## src/rtl/rxwb_pkg.sv

```systemverilog
package rxwb_pkg;
  localparam int LEN_W   = 11;
  localparam int END_B   = 63;
  localparam int SIZE_HI = 42;
  localparam int SIZE_LO = 32;
  localparam int OWN_B   = 31;
  localparam int FIRST_B = 29;
  localparam int LAST_B  = 28;
  localparam int ODD_B   = 22;
  localparam int RUNT_B  = 21;
  localparam int LONG_B  = 20;
  localparam int CRC_B   = 19;
  localparam int BUS_B   = 18;
  localparam int BC_B    = 17;
  localparam int MC_B    = 16;

  typedef struct packed {
    logic load;
    logic markFirst;
    logic writeStatus;
  } wbStrobe_t;
endpackage

```

## src/rtl/rxwb_ctrl.sv

```systemverilog
module rxwb_ctrl
  import rxwb_pkg::*;
(
  input  logic      clk,
  input  logic      rstN,
  input  logic      wbValid,
  input  logic      lastSeg,
  output wbStrobe_t stb,
  output logic      outValid
);
  logic midFrame;

  always_comb begin
    stb.load        = wbValid;
    stb.markFirst   = !midFrame;
    stb.writeStatus = lastSeg;
  end

  always_ff @(posedge clk) begin
    if (!rstN) begin
      midFrame <= 1'b0;
      outValid <= 1'b0;
    end else begin
      outValid <= wbValid;
      if (wbValid) midFrame <= !lastSeg;
    end
  end


  cont_not_first_chk: assert property (@(posedge clk) disable iff (!rstN)
    (wbValid && !lastSeg) |=> !stb.markFirst);


  close_then_first_chk: assert property (@(posedge clk) disable iff (!rstN)
    (wbValid && lastSeg) |=> stb.markFirst);
endmodule

```

## src/rtl/rxwb_dpath.sv

```systemverilog
module rxwb_dpath
  import rxwb_pkg::*;
#(
  parameter int IDX_W   = 4,
  parameter int MIN_LEN = 64,
  parameter int MAX_LEN = 1518
) (
  input  logic             clk,
  input  logic             rstN,
  input  wbStrobe_t        stb,
  input  logic             outValid,
  input  logic [63:0]      origCtrl,
  input  logic [IDX_W-1:0] curIdx,
  input  logic [LEN_W-1:0] frameLen,
  input  logic             crcErr,
  input  logic             busErr,
  input  logic             oddNibble,
  input  logic             isBcast,
  input  logic             isMcast,
  output logic [63:0]      outCtrl,
  output logic [IDX_W-1:0] nextIdx
);
  localparam int SIZE_W = SIZE_HI - SIZE_LO + 1;

  logic [63:0]      newCtrl;
  logic [IDX_W-1:0] newIdx;
  logic             isRunt;
  logic             isLong;

  assign isRunt = (32'(frameLen) < MIN_LEN);
  assign isLong = (32'(frameLen) > MAX_LEN);

  always_comb begin
    newCtrl                   = '0;
    newCtrl[END_B]            = origCtrl[END_B];
    newCtrl[SIZE_HI:SIZE_LO]  = origCtrl[SIZE_HI:SIZE_LO];
    newCtrl[OWN_B]            = 1'b0;
    newCtrl[FIRST_B]          = stb.markFirst;
    if (stb.writeStatus) begin
      newCtrl[LAST_B]         = 1'b1;
      newCtrl[ODD_B]          = oddNibble;
      newCtrl[RUNT_B]         = isRunt;
      newCtrl[LONG_B]         = isLong;
      newCtrl[CRC_B]          = crcErr;
      newCtrl[BUS_B]          = busErr;
      newCtrl[BC_B]           = isBcast;
      newCtrl[MC_B]           = isMcast;
      newCtrl[LEN_W-1:0]      = frameLen;
    end
    newIdx = origCtrl[END_B] ? '0 : curIdx + 1'b1;
  end

  always_ff @(posedge clk) begin
    if (!rstN) begin
      outCtrl <= '0;
      nextIdx <= '0;
    end else if (stb.load) begin
      outCtrl <= newCtrl;
      nextIdx <= newIdx;
    end
  end


  owner_clear_chk: assert property (@(posedge clk) disable iff (!rstN)
    outValid |-> !outCtrl[OWN_B]);


  keep_fields_chk: assert property (@(posedge clk) disable iff (!rstN)
    stb.load |=> (outCtrl[END_B] == $past(origCtrl[END_B])) &&
                 (outCtrl[SIZE_HI:SIZE_LO] == $past(origCtrl[SIZE_HI:SIZE_LO])));


  no_status_mid_chk: assert property (@(posedge clk) disable iff (!rstN)
    (stb.load && !stb.writeStatus) |=> (outCtrl[LAST_B] == 1'b0) &&
      (outCtrl[ODD_B:MC_B] == '0) && (outCtrl[LEN_W-1:0] == '0));


  ring_wrap_chk: assert property (@(posedge clk) disable iff (!rstN)
    (stb.load && origCtrl[END_B]) |=> (nextIdx == '0));


  hold_idle_chk: assert property (@(posedge clk) disable iff (!rstN)
    !stb.load |=> ($stable(outCtrl) && $stable(nextIdx)));

  initial begin
    assert (SIZE_W == LEN_W) else $error("buffer size field width mismatch");
  end
endmodule

```

## src/rtl/rx_desc_writeback.sv

```systemverilog
module rx_desc_writeback
  import rxwb_pkg::*;
#(
  parameter int IDX_W   = 4,
  parameter int MIN_LEN = 64,
  parameter int MAX_LEN = 1518
) (
  input  logic             clk,
  input  logic             rstN,
  input  logic             wbValid,
  input  logic [63:0]      origCtrl,
  input  logic [IDX_W-1:0] curIdx,
  input  logic             lastSeg,
  input  logic [10:0]      frameLen,
  input  logic             crcErr,
  input  logic             busErr,
  input  logic             oddNibble,
  input  logic             isBcast,
  input  logic             isMcast,
  output logic             outValid,
  output logic [63:0]      outCtrl,
  output logic [IDX_W-1:0] nextIdx
);
  wbStrobe_t stb;

  rxwb_ctrl u_ctrl (
    .clk      (clk),
    .rstN     (rstN),
    .wbValid  (wbValid),
    .lastSeg  (lastSeg),
    .stb      (stb),
    .outValid (outValid)
  );

  rxwb_dpath #(
    .IDX_W   (IDX_W),
    .MIN_LEN (MIN_LEN),
    .MAX_LEN (MAX_LEN)
  ) u_dpath (
    .clk       (clk),
    .rstN      (rstN),
    .stb       (stb),
    .outValid  (outValid),
    .origCtrl  (origCtrl),
    .curIdx    (curIdx),
    .frameLen  (frameLen),
    .crcErr    (crcErr),
    .busErr    (busErr),
    .oddNibble (oddNibble),
    .isBcast   (isBcast),
    .isMcast   (isMcast),
    .outCtrl   (outCtrl),
    .nextIdx   (nextIdx)
  );
endmodule

```

## config.mk

```make
export PLATFORM = sky130hd
export DESIGN_NAME = rx_desc_writeback
export DESIGN_NICKNAME = d
export VERILOG_FILES = /design/src/rtl/rxwb_pkg.sv /design/src/rtl/rxwb_ctrl.sv /design/src/rtl/rxwb_dpath.sv /design/src/rtl/rx_desc_writeback.sv
export SDC_FILE = /design/constraint.sdc
export NUM_CORES = 1
export LEC_CHECK = 0
export ABC_CLOCK_PERIOD_IN_PS = 1490
export BUFFER_PORTS_ARGS = -buffer_cell sky130_fd_sc_hd__buf_2
export CAP_MARGIN = 20
export CORE_MARGIN = 3
export CORE_UTILIZATION = 35
export CTS_CLUSTER_DIAMETER = 80
export DETAILED_ROUTE_END_ITERATION = 7
export PLACE_DENSITY_LB_ADDON = 0.12
export SYNTH_ARGS = -nofsm -noshare
export SYNTH_HDL_FRONTEND = slang
export SYNTH_SLANG_ARGS = --single-unit
```

## constraint.sdc

```tcl
create_clock -name clk -period 1.49 [get_ports clk]
set_input_delay 0.149 -clock clk [delete_from_list [all_inputs] [get_ports clk]]
set_output_delay 0.149 -clock clk [all_outputs]
set_load 0.02 [all_outputs]
```

==> metrics.txt <==
Final Hold Viols 0; leakage 1.08 nW; htree depth 2; CTS tree yes; FF+latch count, synth 38; post-route ant nets 0; crit-path leading delay family flip-flops; Fmax achieved roughly 1100 MHz; WL/cell 10.9 µm; Die H just under 80 µm; sequential share of the synthesized area 42.3%; Layout area overhead 22.2%; row cnt 25; fin. max-slew vios 0; Mapped Cells 191; outcome complete, no violations; Max Cap Violations 0; crit path max fanout 2; Switching Fraction 26.5%; First DRT Iteration DRCs 59; WP buf/inv 1; CP peak stage delay about 330 ps; combinational power share between 10% and 20%; Placer Congestion approximately 0.66; worst-case clock skew 0.200 ps; initial antenna violation count 0; Final Non-Filler Cells 331; minimum clock period 933 ps; Yosys warning total 0; final wirelength 3600 µm; Clock Tree Buf Depth 2; die area around 6000 µm²; Sink Count 38; Netlist cell types 32; RSZ-0062 raised after global routing no; starting density of the core 37.1%; DRC violations left 0; core area 4850 µm²; overall power 0.00227 W; grt ovf 0; Total GRT Usage between 10% and 20%; Final nets 352; Fill cells around 510; dpl hpwl 2650 µm; Antenna diodes 0; Num CTS Buffers 5; NetSw 0.000603 W; Worst Hold Class in2reg; Via-to-Cell Ratio 4.07; Placed Cells roughly 320; drt pass-1 iters 4; # Post-CTS Setup Buffers 0; Post-CTS Hold Buffers 0; multi-input logic area 835 µm²; Setup violations, final 0; register area 761 µm²; vias in the first global route approximately 1200; pwr/cell area between 1000 and 1500 nW/µm²; Buffers on Ports 72; arrival time worst endpoint 780 ps; Pint between 0.0015 and 0.002 W; first-pass GRT wire length 5890 µm; period utilization 62.6%; Die Wd 77.7 µm; Mapped Avg Cell Area 9.42 µm²; Critical Path Sink Type primary output; final setup margin around 560 ps; register share of total power a little under half; io pins between 150 and 200; slowest CP cell dfxtp_1; final core utilization 45.3%; CTS clk-pin slew, worst paths 70 ps; pre-CTS WS approximately 450 ps; largest net degree at the start of global routing 19; worst vdd rail ir drop 0.412 mV; CP cell instances buf_2; routed vias roughly 1300; Clock Power Share 35.5%; setup TNS 0 ps; Cell Area, Synth 1800 µm²; CP startpoint kind flip-flop; layout cells sized above 1 33.0%; WP data required 1340 ps; kind of critical path reg2out; CTS resizes 0; Clk Tree Root Cell clkbuf_8; worst skew pair latency 280 ps
==> placed cells by master (no fill, tap or decap) <==
| master | count |
|---|---|
| a21boi_0 | 2 |
| a21oi_1 | 16 |
| a41oi_1 | 1 |
| and2_1 | 4 |
| and2_4 | 1 |
| and2b_1 | 2 |
| and3_4 | 1 |
| buf_2 | 72 |
| buf_4 | 5 |
| clkbuf_8 | 8 |
| conb_1 | 32 |
| dfxtp_1 | 38 |
| ha_1 | 1 |
| inv_1 | 3 |
| mux2i_1 | 13 |
| nand2_1 | 1 |
| nand2b_1 | 3 |
| nand3_1 | 2 |
| nand3b_1 | 1 |
| nand4_1 | 1 |
| nand4b_1 | 1 |
| nor2_1 | 1 |
| nor2b_1 | 45 |
| nor3_1 | 1 |
| nor4_1 | 1 |
| o21a_1 | 1 |
| o21ai_0 | 2 |
| o22ai_1 | 2 |
| o31a_1 | 1 |
| xnor2_1 | 1 |
| xor2_1 | 1 |
==> routing by layer <==
| metal | wire length [µm] | part of all wire (%) | vias to the layer above | track usage, % |
|---|---|---|---|---|
| met2 | 1610 | 45 | 66 | 19.2 |
| met3 | 327 | 9.1 | 6 | 4.29 |
| met1 | 1610 | 45 | 580 | 15.3 |
| met5 | 0 | 0 | - | 0 |
| met4 | 59 | 1.6 | 0 | 4.80 |
| li1 | - | - | 695 | - |
==> per-stage QoR <==
step	cell area, µm²	hold slack (ps)
after CTS	2200	95.8
after floorplan	1920	307
final	2200	110
after detailed placement	2090	410
after global placement	2090	397
after global routing	2200	107
==> power groups by stage <==
stage                     Combinational (W)  Clock, W  Sequential [W]
final                              0.000384  0.000808         0.00108
after global routing               0.000424  0.000889         0.00109
after CTS                          0.000388  0.000851         0.00108
after detailed placement           0.000387         0         0.00111
after global placement             0.000385         0         0.00111
after floorplan                    0.000271         0         0.00116
==> logic make-up after synthesis <==
group / after synthesis / share of synthesized area [%]
compound gates: 25 / 7.93
xor+xnor: 2 / 0.974
fa+ha+maj: 1 / 0.695
buf+inv: 46 / 17.8
flops: 38 / 42.3
mux: 13 / 7.23
other cells: 1 / 0.208
simple gates: 65 / 22.9
==> worst paths after layout <==
path,start,endpoint,slack (ps),depth (start not counted)
max,u_dpath.outCtrl[9]$_SDFFE_PN0P_,outCtrl[9],560,1
min,isMcast,u_dpath.outCtrl[16]$_SDFFE_PN0P_,110,3
max reg2reg,u_dpath.outCtrl[20]$_SDFFE_PN0P_,u_dpath.outCtrl[20]$_SDFFE_PN0P_,660,2
min reg2reg,u_dpath.outCtrl[10]$_SDFFE_PN0P_,u_dpath.outCtrl[10]$_SDFFE_PN0P_,480,2
==> Yosys cell counts <==
| master | n | area, µm² |
|---|---|---|
| buf_6 | 2 | 22.5 |
| nor3_1 | 1 | 5.00 |
| o21a_1 | 1 | 7.51 |
| and2b_1 | 2 | 15.0 |
| and2_4 | 1 | 8.76 |
| mux2i_1 | 13 | 130 |
| a21oi_1 | 16 | 80.1 |
| nand4_1 | 1 | 6.26 |
| a21boi_0 | 2 | 15.0 |
| buf_2 | 1 | 5.00 |
| o31a_1 | 1 | 8.76 |
| and2_1 | 4 | 25.0 |
| inv_1 | 3 | 11.3 |
| nor2b_1 | 45 | 282 |
| nor2_1 | 1 | 3.75 |
| xnor2_1 | 1 | 8.76 |
| nand3_1 | 2 | 10.0 |
| clkbuf_1 | 5 | 18.8 |
| dfxtp_1 | 38 | 761 |
| nand4b_1 | 1 | 8.76 |
| xor2_1 | 1 | 8.76 |
| o22ai_1 | 2 | 12.5 |
| nand2_1 | 1 | 3.75 |
| and3_4 | 1 | 11.3 |
| nor4_1 | 1 | 6.26 |
| conb_1 | 1 | 3.75 |
| nand2b_1 | 3 | 18.8 |
| buf_4 | 35 | 263 |
| nand3b_1 | 1 | 7.51 |
| ha_1 | 1 | 12.5 |
| o21ai_0 | 2 | 10.0 |
| a41oi_1 | 1 | 8.76 |
==> registers in the layout, summed over array words and instances (netlist names) <==
| signal | count |
|---|---|
| u_ctrl.midFrame | 1 |
| u_dpath.nextIdx | 4 |
| u_ctrl.outValid | 1 |
| u_dpath.outCtrl | 32 |
==> final cells by class <==
class                   instances  area share (%)
multi-input cells             138            38.0
flip-flops and latches         38            34.6
clock buffers                   8            5.01
repair buffers                 77            18.1
well taps                      67            3.81
inverters                       3           0.512
No activity file was read; power rests on OpenSTA's default activity.
